File: src/rtl/ls_agu_pkg.sv
package ls_agu_pkg;
  typedef enum logic [1:0] {
    ACC_LONG  = 2'd0,
    ACC_QUAD  = 2'd1,
    ACC_UQUAD = 2'd2,
    ACC_RSVD  = 2'd3
  } acc_kind_e;

  localparam logic [1:0] SZ_NONE = 2'd0;
  localparam logic [1:0] SZ_4B   = 2'd2;
  localparam logic [1:0] SZ_8B   = 2'd3;
endpackage

File: src/rtl/agu_sum.sv
module agu_sum #(
  parameter int AW = 64,
  parameter int DW = 16
) (
  input  logic [AW-1:0] base,
  input  logic [DW-1:0] disp,
  output logic [AW-1:0] sum
);
  localparam int EXT_W = AW - DW;

  logic [AW-1:0] disp_ext;

  // sign-extend the offset, then add; the carry out is dropped
  assign disp_ext = {{EXT_W{disp[DW-1]}}, disp};
  assign sum      = base + disp_ext;
endmodule

File: src/rtl/agu_decode.sv
module agu_decode
  import ls_agu_pkg::*;
#(
  parameter int AW     = 64,
  parameter int LONG_B = 2,
  parameter int QUAD_B = 3
) (
  input  logic [1:0]    kind,
  input  logic          store,
  input  logic [AW-1:0] sum,
  output logic [AW-1:0] addr,
  output logic [1:0]    size,
  output logic          sext,
  output logic          fault
);
  localparam logic [AW-1:0] QUAD_MASK = ~((AW'(1) << QUAD_B) - AW'(1));

  logic long_mis;
  logic quad_mis;

  // only the low bits of the sum feed the alignment checks
  assign long_mis = |sum[LONG_B-1:0];
  assign quad_mis = |sum[QUAD_B-1:0];

  always_comb begin
    addr  = sum;
    size  = SZ_NONE;
    sext  = 1'b0;
    fault = 1'b0;
    unique case (acc_kind_e'(kind))
      ACC_LONG: begin
        size  = SZ_4B;
        sext  = ~store;
        fault = long_mis;
      end
      ACC_QUAD: begin
        size  = SZ_8B;
        fault = quad_mis;
      end
      ACC_UQUAD: begin
        size  = SZ_8B;
        addr  = sum & QUAD_MASK;
      end
      default: begin
        fault = 1'b1;
      end
    endcase
  end
endmodule

File: src/rtl/agu_stage.sv
module agu_stage
  import ls_agu_pkg::*;
#(
  parameter int AW = 64
) (
  input  logic          clk,
  input  logic          rst,
  input  logic          in_valid,
  output logic          in_ready,
  input  logic [AW-1:0] d_addr,
  input  logic [1:0]    d_size,
  input  logic          d_store,
  input  logic          d_sext,
  input  logic          d_fault,
  input  logic [1:0]    d_kind,
  output logic          q_valid,
  input  logic          q_ready,
  output logic [AW-1:0] q_addr,
  output logic [1:0]    q_size,
  output logic          q_store,
  output logic          q_sext,
  output logic          q_fault
);
  logic [1:0] q_kind;

  assign in_ready = ~q_valid | q_ready;

  always_ff @(posedge clk) begin
    if (rst) begin
      q_valid <= 1'b0;
    end else if (in_ready) begin
      q_valid <= in_valid;
    end
  end

  always_ff @(posedge clk) begin
    if (in_valid && in_ready) begin
      q_addr  <= d_addr;
      q_size  <= d_size;
      q_store <= d_store;
      q_sext  <= d_sext;
      q_fault <= d_fault;
      q_kind  <= d_kind;
    end
  end

  AST_HOLD_WHEN_STALLED: assert property (@(posedge clk) disable iff (rst)
    q_valid && !q_ready |=> q_valid && $stable(q_addr) && $stable(q_fault) && $stable(q_size));

  AST_UQUAD_NEVER_FAULTS: assert property (@(posedge clk) disable iff (rst)
    q_valid && q_kind == ACC_UQUAD |-> !q_fault && q_addr[2:0] == 3'd0);

  AST_RSVD_FAULTS: assert property (@(posedge clk) disable iff (rst)
    q_valid && q_kind == ACC_RSVD |-> q_fault);
endmodule

File: src/rtl/ls_addr_gen.sv
module ls_addr_gen
  import ls_agu_pkg::*;
#(
  parameter int AW = 64,
  parameter int DW = 16
) (
  input  logic          clk,
  input  logic          rst,
  input  logic          in_valid,
  output logic          in_ready,
  input  logic [1:0]    in_kind,
  input  logic          in_store,
  input  logic [AW-1:0] in_base,
  input  logic [DW-1:0] in_disp,
  output logic          out_valid,
  input  logic          out_ready,
  output logic          out_req,
  output logic [AW-1:0] out_addr,
  output logic [1:0]    out_size,
  output logic          out_store,
  output logic          out_sext,
  output logic          out_fault
);
  logic [AW-1:0] sum;
  logic [AW-1:0] d_addr;
  logic [1:0]    d_size;
  logic          d_sext;
  logic          d_fault;

  agu_sum #(.AW(AW), .DW(DW)) u_sum (
    .base (in_base),
    .disp (in_disp),
    .sum  (sum)
  );

  agu_decode #(.AW(AW)) u_dec (
    .kind  (in_kind),
    .store (in_store),
    .sum   (sum),
    .addr  (d_addr),
    .size  (d_size),
    .sext  (d_sext),
    .fault (d_fault)
  );

  agu_stage #(.AW(AW)) u_stage (
    .clk      (clk),
    .rst      (rst),
    .in_valid (in_valid),
    .in_ready (in_ready),
    .d_addr   (d_addr),
    .d_size   (d_size),
    .d_store  (in_store),
    .d_sext   (d_sext),
    .d_fault  (d_fault),
    .d_kind   (in_kind),
    .q_valid  (out_valid),
    .q_ready  (out_ready),
    .q_addr   (out_addr),
    .q_size   (out_size),
    .q_store  (out_store),
    .q_sext   (out_sext),
    .q_fault  (out_fault)
  );

  // a faulting access never reaches memory
  assign out_req = out_valid & ~out_fault;

  AST_LONG_ALIGNED: assert property (@(posedge clk) disable iff (rst)
    out_valid && out_size == SZ_4B && !out_fault |-> out_addr[1:0] == 2'd0);

  AST_QUAD_ALIGNED: assert property (@(posedge clk) disable iff (rst)
    out_valid && out_size == SZ_8B && !out_fault |-> out_addr[2:0] == 3'd0);

  AST_SEXT_LONG_LOAD: assert property (@(posedge clk) disable iff (rst)
    out_valid && out_sext |-> out_size == SZ_4B && !out_store);

  AST_ACCEPT_SHOWS_VALID: assert property (@(posedge clk) disable iff (rst)
    in_valid && in_ready |=> out_valid);
endmodule

File: config.mk
export PLATFORM = sky130hd
export DESIGN_NAME = ls_addr_gen
export DESIGN_NICKNAME = d
export VERILOG_FILES = /design/src/rtl/ls_agu_pkg.sv /design/src/rtl/agu_sum.sv /design/src/rtl/agu_decode.sv /design/src/rtl/agu_stage.sv /design/src/rtl/ls_addr_gen.sv
export SDC_FILE = /design/constraint.sdc
export NUM_CORES = 1
export LEC_CHECK = 0
export BUFFER_PORTS_ARGS = -buffer_cell sky130_fd_sc_hd__buf_2
export CAP_MARGIN = 20
export CORE_MARGIN = 5
export CORE_UTILIZATION = 49
export DETAILED_ROUTE_END_ITERATION = 8
export PLACE_DENSITY_LB_ADDON = 0.25
export SLEW_MARGIN = 25
export SYNTH_ARGS = -nofsm -noshare
export SYNTH_HDL_FRONTEND = slang
export SYNTH_SLANG_ARGS = --single-unit
File: constraint.sdc
create_clock -name clk -period 3.8 [get_ports clk]
set_clock_uncertainty 0.2 [all_clocks]
set_input_delay 0.76 -clock clk [delete_from_list [all_inputs] [get_ports clk]]
set_output_delay 0.76 -clock clk [all_outputs]
set_load 0.005 [all_outputs]
==> results of run 1 <==
## sequential cells by signal (all words and copies together), names as in the netlist
signal           count
u_stage.q_store      1
u_stage.q_fault      1
u_stage.q_sext       1
u_stage.q_addr      64
u_stage.q_size       2
u_stage.q_valid      1
## power by group
group	switching, mW	internal (mW)	total [mW]
Combinational	0.563	0.490	1.05
Sequential	0.0284	0.995	1.02
Clock	0.341	0.504	0.845
## synth_stat cells (3+ instances only)
master | instances | area share
sky130_fd_sc_hd__a211oi_1 | 6 | 0.0075
sky130_fd_sc_hd__a21boi_0 | 4 | 0.0050
sky130_fd_sc_hd__a21o_1 | 27 | 0.034
sky130_fd_sc_hd__a21oi_1 | 79 | 0.066
sky130_fd_sc_hd__a21oi_2 | 3 | 0.0044
sky130_fd_sc_hd__a31oi_1 | 5 | 0.0052
sky130_fd_sc_hd__a41oi_1 | 3 | 0.0044
sky130_fd_sc_hd__and3_1 | 5 | 0.0052
sky130_fd_sc_hd__buf_2 | 5 | 0.0042
sky130_fd_sc_hd__buf_4 | 4 | 0.0050
sky130_fd_sc_hd__clkbuf_1 | 13 | 0.0081
sky130_fd_sc_hd__edfxtp_1 | 69 | 0.35
sky130_fd_sc_hd__ha_1 | 67 | 0.14
sky130_fd_sc_hd__inv_1 | 13 | 0.0081
sky130_fd_sc_hd__nand2_1 | 50 | 0.031
sky130_fd_sc_hd__nand2b_1 | 11 | 0.011
sky130_fd_sc_hd__nand3_1 | 9 | 0.0075
sky130_fd_sc_hd__nand4_1 | 18 | 0.019
sky130_fd_sc_hd__nor2_1 | 38 | 0.024
sky130_fd_sc_hd__nor2b_1 | 14 | 0.015
sky130_fd_sc_hd__nor3_1 | 14 | 0.012
sky130_fd_sc_hd__o211ai_1 | 3 | 0.0038
sky130_fd_sc_hd__o21a_1 | 10 | 0.013
sky130_fd_sc_hd__o21ai_0 | 32 | 0.027
sky130_fd_sc_hd__o21ai_1 | 8 | 0.0067
sky130_fd_sc_hd__o21bai_1 | 12 | 0.015
sky130_fd_sc_hd__or3_1 | 3 | 0.0031
sky130_fd_sc_hd__xnor2_1 | 41 | 0.060
sky130_fd_sc_hd__xor2_1 | 20 | 0.029
## critical path, delay by kind of cell
kind | cells | cell delay (ns)
AO/OA/AOI/OAI | 7 | 1.73
AND/OR/NAND/NOR | 2 | 0.17
buffers and inverters | 2 | 0.48
XOR/XNOR | 1 | 0.09
adder cells (fa/ha/maj) | 1 | 0.27
## through the flow
step / TNS (ns) / cell area (um2) / std cells
2_1_floorplan: 0 / 6000 / 629
3_3_place_gp: -0.556 / 7520 / 996
3_5_place_dp: -1.39 / 7520 / 996
4_1_cts: 0 / 7810 / 1012
5_1_grt: 0 / 7820 / 1013
6_report: 0 / 7820 / 1013
## final cells by class
type | instances | share of cell area
Antenna cell | 1 | 0.000320
Sequential cell | 70 | 0.267
Timing Repair Buffer | 244 | 0.185
Clock buffer | 9 | 0.0288
Clock inverter | 7 | 0.00816
Inverter | 13 | 0.00624
Tap cell | 147 | 0.0235
Multi-Input combinational cell | 522 | 0.480
## path summary, 6_finish.rpt
path / from / endpoint / slack [ns]
hold reg to reg: u_stage.q_valid / u_stage.q_valid / 0.34
setup reg to reg: u_stage.q_valid / u_stage.q_addr[12] / 1.88
setup / recovery: in_disp[15] / u_stage.q_addr[58] / 0.18
hold / removal: u_stage.q_valid / u_stage.q_valid / 0.34
## routing by layer
metal	share of wire	GRT usage	vias to the layer above
li1	-	-	2843
met1	0.44	0.295	2687
met2	0.48	0.403	211
met3	0.057	0.0398	33
met4	0.027	0.0885	0
met5	0	0	-
## logic make-up after synthesis
group                      after synthesis  synth area share
AOI/OAI and AO/OA                      217             0.242
and+or+nand+nor                        175             0.148
DFF                                     70             0.348
adders and majority gates               68             0.143
xor gates and xnor gates                61            0.0890
buffers and inverters                   37            0.0281
muxes                                    1           0.00167
## layout by cell type, fill, tap and decap left out, types with 4 or more instances in the layout
cell type,instances
sky130_fd_sc_hd__nand2b_1,11
sky130_fd_sc_hd__nor2b_1,14
sky130_fd_sc_hd__o21ai_0,32
sky130_fd_sc_hd__edfxtp_1,69
sky130_fd_sc_hd__nor3_1,14
sky130_fd_sc_hd__inv_1,13
sky130_fd_sc_hd__o21bai_1,12
sky130_fd_sc_hd__xor2_1,20
sky130_fd_sc_hd__a211oi_1,6
sky130_fd_sc_hd__o21a_1,10
sky130_fd_sc_hd__nand4_1,18
sky130_fd_sc_hd__buf_4,85
sky130_fd_sc_hd__nand3_1,9
sky130_fd_sc_hd__clkbuf_16,9
sky130_fd_sc_hd__a31oi_1,5
sky130_fd_sc_hd__o21ai_1,7
sky130_fd_sc_hd__buf_2,158
sky130_fd_sc_hd__a21o_1,27
sky130_fd_sc_hd__a21oi_1,79
sky130_fd_sc_hd__xnor2_1,41
sky130_fd_sc_hd__nand2_1,50
sky130_fd_sc_hd__and3_1,5
sky130_fd_sc_hd__nor2_1,38
sky130_fd_sc_hd__a21boi_0,4
sky130_fd_sc_hd__ha_1,67
## what timing repair did
| action | in CTS | in global routing |
|---|---|---|
| buffers inserted | 0 | 0 |
| hold endpoints to repair | 0 | 0 |
| endpoints found under the setup margin | 0 | 3 |
| resized for setup | 0 | 2 |
==> Implementation_results.wiki, run 1 <==
{| class="wikitable"
! Metric !! Value
|-
| Clock transition at the register clock pins on the worst setup and hold paths after CTS || 0.06 ns
|-
| Layout net count || 1015
|-
| Total global routing overflow || 0
|-
| Unrepaired setup endpoints after global routing || false
|-
| Arrival time at the worst endpoint || 3.50 ns
|-
| FMAX || 276 MHz
|-
| Die height || 121 um
|-
| Share of cells above drive strength 1 || 0.324
|-
| Top-level I/O count || 159
|-
| Critical path class || in -> reg
|-
| Crit path max-delay cell type || sky130_fd_sc_hd__o41ai_1
|-
| Final cycle utilization of the critical path || 0.952
|-
| Critical path data required time || 3.68 ns
|-
| Cell count after synthesis || 629
|-
| Iteration-0 DRC Markers || 387
|-
| Dpl ws || -0.217 ns
|-
| Post-Syn Nets || 784
|-
| Overall power after layout || 2.92 mW
|-
| Synthesis-to-layout area growth || 30.3%
|-
| Overall die width || 121 um
|-
| Total number of clock tree sinks || 70
|-
| Series of cell instances along the critical path || buf_2 -> buf_4 -> ha_1 -> a21o_1 -> a21oi_1 -> nor2b_1 -> o41ai_1 -> o211ai_1 -> a31oi_4 -> nor4_4 -> a211o_1 -> a21boi_2 -> xnor2_1
|-
| Number of vias after detailed routing || 5774
|-
| Run status || completed
|-
| Die ar. || 14600 um2
|-
| Hold buffers post-CTS || 0
|-
| Hold path depth || 2
|-
| Cell area after synthesis || 6000 um2
|-
| Clk Latency, worst-skew pair || 0.33 ns
|-
| Post-route core utilization || 0.651
|-
| CP endpoint kind || flip-flop
|-
| Length of the first detailed-routing pass in iterations || 5
|-
| Remaining number of nets flagged by the antenna check after routing || 0
|-
| Number of global-route vias before repair || 5855
|-
| Routability cong. || 0.936
|-
| Post-layout minimum cycle time || 3.62 ns
|-
| Avg WL per Cell || 17.1 um
|-
| Share of synthesized registers carrying an async set or reset || 0
|-
| Dominant synthesized flop cell || sky130_fd_sc_hd__edfxtp_1
|-
| Peak supply drop || 0.000192 V
|-
| Final count of negative-setup-slack endpoints || 0
|-
| Number of register bits inferred by synthesis || 70
|-
| Seq/Total Area, Yosys || 0.348
|-
| Pin count of the biggest net entering global routing || 31
|-
| Setup slack of the critical path after layout || 0.182 ns
|-
| Vias per inst || 5.70
|-
| Pins over their slew limit || 0
|-
| Clock tree root buffer cell || sky130_fd_sc_hd__clkbuf_16
|-
| Pwr/cell area || 373 nW/um2
|-
| Global-route wire length before repair || 27800 um
|-
| Worst min-delay path class || reg -> reg
|-
| Placed wire-length estimate || 13900 um
|-
| Total track usage || 0.235
|-
| Number of flops mapped to enable cells by yosys || 69
|-
| H-tree level count || 3
|-
| Warnings from Yosys || 0
|-
| Register Area || 2090 um2
|-
| Max_slew headroom || 0.654
|-
| Standard-cell row count || 40
|-
| Hold Violations, Final || 0
|-
| Wirelength, routed || 17300 um
|-
| R2R cell count || 3
|-
| Number of distinct library cells after synthesis || 68
|-
| Actual transition at the worst max-transition pin || 0.519 ns
|-
| Number of buffers on the longest clock path || 2
|-
| Floorplan Core Area || 12000 um2
|-
| Number of buffers created by CTS || 9
|-
| Stage delay of the slowest cell on the critical path || 0.43 ns
|-
| Clock tree from TritonCTS || done
|-
| Initial antenna violation count || 1
|-
| Maximum capacitance violations || 0
|-
| Element type at the critical path start || input port
|-
| Count of input and output buffers || 158
|-
| Post-synthesis area per instance || 9.54 um2
|-
| Remaining design rule violation count || 0
|-
| Area of combinational cells with multiple inputs || 3760 um2
|-
| LEAKAGE || 3.52 nW
|-
| Final-layout fill cell count || 1015
|-
| Peak fanout along the critical path || 14
|-
| Final hold slack || 0.335 ns
|-
| Initial standard-cell utilization of the core || 0.500
|}
No activity file was read; power rests on OpenSTA's default activity.
==> run 2: changes to the inputs <==
--- a/config.mk
+++ b/config.mk
@@ -5,10 +5,11 @@
 export SDC_FILE = /design/constraint.sdc
 export NUM_CORES = 1
 export LEC_CHECK = 0
+export ABC_AREA = 1
 export BUFFER_PORTS_ARGS = -buffer_cell sky130_fd_sc_hd__buf_2
 export CAP_MARGIN = 20
 export CORE_MARGIN = 5
-export CORE_UTILIZATION = 49
+export CORE_UTILIZATION = 52
 export DETAILED_ROUTE_END_ITERATION = 8
 export PLACE_DENSITY_LB_ADDON = 0.25
 export SLEW_MARGIN = 25
==> run 2 against run 1 <==
  * Via count up 48%
  * Highest routed layer unchanged
  * Critical endpoint unchanged
  * Largest power group unchanged
  * Core utilization down 2.6 points
  * Total power up 1.8%
  * Critical path type unchanged
  * Combinational power up 8%
  * Count of clock-buffer cells in the layout unchanged
  * Sequential cell count unchanged
  * Clock power down 0.6%
  * Synthesized cell count up 120%
  * Synthesized area up 36%
  * Final cell count up 75%
  * Sequential power about the same
  * Die area up 26%
==> Implementation_results.wiki, run 2 <==
{| class="wikitable"
! Metric !! Value
|-
| Run status || completed
|-
| Global-route wire length before repair || 39700 um (+43%)
|-
| Register Area || 2090 um2 (unchanged)
|-
| Clock power share || 0.283 (-0.006)
|-
| Number of global-route vias before repair || 7938 (+36%)
|-
| Routability cong. || 0.977 (+4.3%)
|-
| Floorplan Core Area || 15300 um2 (+28%)
|-
| Top-level I/O count || 159 (unchanged)
|-
| Cell area after synthesis || 8190 um2 (+36%)
|-
| Element type at the critical path start || input port
|-
| Number of flip-flops under the largest register name || 64 (unchanged)
|-
| Worst Hold Launch || u_stage.q_valid
|-
| Critical path data required time || 3.70 ns (+0.02 ns)
|-
| Clock tree from TritonCTS || done
|-
| Internal Pwr Total || 1.83 mW (-8.1%)
|-
| Number of buffers on the longest clock path || 2 (unchanged)
|-
| Commonest cells in the synthesized netlist || 597 x sky130_fd_sc_hd__nand2_1, 323 x sky130_fd_sc_hd__inv_1, 100 x sky130_fd_sc_hd__nor2_1, 69 x sky130_fd_sc_hd__edfxtp_1, 67 x sky130_fd_sc_hd__ha_1
|-
| LEAKAGE || 5.83 nW (+66%)
|-
| Number of buffers inserted by post-CTS setup repair || 0 (unchanged)
|-
| Total negative setup slack || 0 ns (unchanged)
|-
| Number of buffers created by CTS || 9 (unchanged)
|-
| Remaining design rule violation count || 0 (unchanged)
|-
| Wirelength, routed || 25600 um (+48%)
|-
| Total global routing overflow || 0 (unchanged)
|-
| Remaining number of nets flagged by the antenna check after routing || 0 (unchanged)
|-
| Hold Violations, Final || 0 (unchanged)
|-
| Pins over their slew limit || 0 (unchanged)
|-
| Number of distinct library cells after synthesis || 24 (-65%)
|-
| # placed instances || 1755 (+76%)
|-
| Post-layout minimum cycle time || 3.06 ns (-0.562 ns)
|-
| Pwr/cell area || 311 nW/um2 (-17%)
|-
| Number of vias after detailed routing || 8569 (+48%)
|-
| Clock tree root buffer cell || sky130_fd_sc_hd__clkbuf_16
|-
| CP endpoint kind || flip-flop
|-
| Combinational Power Share || 0.380 (+0.020)
|-
| Placed wire-length estimate || 22100 um (+60%)
|-
| Most frequently used cell type in the post-synthesis netlist || sky130_fd_sc_hd__nand2_1
|-
| Area of combinational cells with multiple inputs || 4870 um2 (+30%)
|-
| Initial antenna violation count || 1 (unchanged)
|-
| Final count of negative-setup-slack endpoints || 0 (unchanged)
|-
| Warnings from Yosys || 0 (unchanged)
|-
| Die height || 135 um (+12%)
|-
| Vias per inst || 4.84 (-15%)
|-
| Initial standard-cell utilization of the core || 0.535 (+0.0348)
|-
| H-tree level count || 3 (unchanged)
|-
| Register with the most flip-flops || u_stage.q_addr
|-
| Most frequent cells in the layout || 597 x sky130_fd_sc_hd__nand2_1, 323 x sky130_fd_sc_hd__inv_1, 158 x sky130_fd_sc_hd__buf_2
|-
| Worst min-delay path class || reg -> reg
|-
| Startpoint of the lowest-slack register-to-register path || u_stage.q_valid
|-
| Die ar. || 18400 um2 (+26%)
|-
| Count of input and output buffers || 158 (unchanged)
|-
| Commonest non-fill, non-tap cell in the layout || sky130_fd_sc_hd__nand2_1
|-
| Critical path class || in -> reg
|-
| Overall die width || 135 um (+12%)
|-
| Pin count of the biggest net entering global routing || 70 (+130%)
|-
| Share of synthesized registers carrying an async set or reset || 0 (unchanged)
|-
| Biggest regs || u_stage.q_addr (64), u_stage.q_size (2)
|-
| Number of flops mapped to enable cells by yosys || 69 (unchanged)
|-
| Total number of clock tree sinks || 70 (unchanged)
|-
| Biggest area contributors in the synthesized netlist || sky130_fd_sc_hd__nand2_1 27%, sky130_fd_sc_hd__edfxtp_1 25%, sky130_fd_sc_hd__inv_1 15%, sky130_fd_sc_hd__ha_1 10%, sky130_fd_sc_hd__nor2_1 4.6%
|-
| Standard-cell row count || 45 (+13%)
|-
| Area of placed instances || 9280 um2 (+24%)
|-
| Actual transition at the worst max-transition pin || 0.896 ns (+0.378 ns)
|-
| Cell count after synthesis || 1382 (+120%)
|-
| Sequential fraction of design power || 0.337 (-0.013)
|-
| Net switching power || 1.14 mW (+23%)
|-
| Length of the first detailed-routing pass in iterations || 5 (unchanged)
|-
| Count of non-filler cells in the finished layout || 1772 (+75%)
|-
| Final instance area || 9570 um2 (+22%)
|-
| Max_slew headroom || 0.402 (-0.252)
|-
| Unrepaired setup endpoints after global routing || false
|-
| Worst Setup SP || in_disp[15]
|-
| Avg WL per Cell || 14.5 um (-15%)
|-
| Total track usage || 0.279 (+0.0449)
|-
| Post-Syn Nets || 1537 (+96%)
|-
| Post-synthesis area per instance || 5.92 um2 (-38%)
|-
| Maximum capacitance violations || 0 (unchanged)
|-
| FMAX || 327 MHz (+18%)
|-
| Arrival time at the worst endpoint || 2.96 ns (-0.54 ns)
|-
| Quantity of gates resized following cts || 0 (unchanged)
|-
| Seq/Total Area, Yosys || 0.256 (-0.0930)
|-
| Share of cells above drive strength 1 || 0.159 (-0.165)
|-
| Iteration-0 DRC Markers || 633 (+64%)
|-
| Peak supply drop || 0.000215 V (+12%)
|-
| Net switching share of the total power || 0.385 (+0.0657)
|-
| Final-layout fill cell count || 1615 (+59%)
|-
| Final cycle utilization of the critical path || 0.804 (-0.148)
|-
| Clock transition at the register clock pins on the worst setup and hold paths after CTS || 0.06 ns (about the same)
|-
| Layout net count || 1710 (+68%)
|-
| Peak fanout along the critical path || 24 (+10)
|-
| Synthesis-to-layout area growth || 16.9%
|-
| Yosys top cell area share || 0.274 (-0.0715)
|-
| Dominant synthesized flop cell || sky130_fd_sc_hd__edfxtp_1
|-
| Hold buffers post-CTS || 0 (unchanged)
|-
| Cell type contributing the most total cell area after synthesis || sky130_fd_sc_hd__nand2_1
|-
| Clk Latency, worst-skew pair || 0.34 ns (about the same)
|-
| Number of register bits inferred by synthesis || 70 (unchanged)
|}
-- run 2: cell count changes in the layout (fill, tap and decap cells not counted), sizes merged, moves of 9 or more --
cell,previous run,this run
a21o,27,0
a21oi,83,42
buf,244,162
inv,14,334
nand2,51,621
nand2b,11,0
nand3,10,59
nor2,38,126
nor2b,14,0
o21a,10,0
o21ai,41,2
o21bai,12,3
xnor2,41,1
xor2,20,30
-- run 2: final timing paths --
path / cells past startpoint / slack (ns) / end
hold reg to reg: 2 / 0.35 / u_stage.q_valid
hold / removal: 2 / 0.35 / u_stage.q_valid
setup reg to reg: 2 / 1.98 / u_stage.q_addr[46]
setup / recovery: 12 / 0.74 / u_stage.q_addr[58]
-- run 2: critical path, stage by stage --
cell,delay (ns)
sky130_fd_sc_hd__buf_2,0.40
sky130_fd_sc_hd__buf_4,0.29
sky130_fd_sc_hd__ha_1,0.30
sky130_fd_sc_hd__nand2_1,0.17
sky130_fd_sc_hd__inv_1,0.11
sky130_fd_sc_hd__nand2_1,0.15
sky130_fd_sc_hd__nor3_1,0.23
sky130_fd_sc_hd__nand2_1,0.14
sky130_fd_sc_hd__nor2_1,0.11
sky130_fd_sc_hd__nand2_1,0.12
sky130_fd_sc_hd__nand3_1,0.10
sky130_fd_sc_hd__nand2_1,0.07
-- run 2: per-stage QoR --
| stage | setup slack (ns) | hold slack [ns] | power [mW] | util |
|---|---|---|---|---|
| after global routing | 0.548 | 0.372 | 3.16 | 0.625 |
| after detailed placement | 0.474 | 0.352 | 2.13 | 0.606 |
| after CTS | 0.838 | 0.359 | 2.97 | 0.625 |
| final | 0.744 | 0.353 | 2.97 | 0.625 |
| after global placement | 0.472 | 0.331 | 2.12 | 0.606 |
| after floorplan | 0.343 | 0.331 | 1.74 | - |
-- run 2: final cells by class --
cell class	instances	share of cell area
diodes	1	0.000261
clock buffers	9	0.0235
clock inverters	7	0.00653
inverters	329	0.129
multi-input cells	983	0.509
flip-flops and latches	70	0.219
well taps	211	0.0276
repair buffers	162	0.0857
-- run 2: layer usage --
metal / share of wire / vias to the layer above / global-route usage / wire length (um)
met4: 0.021 / 0 / 0.0795 / 527
met1: 0.47 / 3759 / 0.391 / 12000
li1: - / 4493 / - / -
met2: 0.44 / 283 / 0.447 / 11300
met3: 0.074 / 34 / 0.0461 / 1890
met5: 0 / - / 0 / 0
-- run 2: kinds of logic after synthesis --
logic type | after synthesis | share of synthesized area
adder cells (fa/ha/maj) | 68 | 0.105
AO/OA/AOI/OAI | 48 | 0.0304
AND/OR/NAND/NOR | 836 | 0.425
flip-flops | 70 | 0.256
buffers and inverters | 329 | 0.151
XOR/XNOR | 31 | 0.0332
-- run 2: power by group through the flow --
stage	combinational, mW	clock (mW)	sequential, mW
finish	1.13	0.840	1.00
CTS	1.12	0.847	1.00
global placement	1.10	0	1.02
global route	1.27	0.885	1.01
detailed placement	1.11	0	1.02
floorplan	0.701	0	1.04
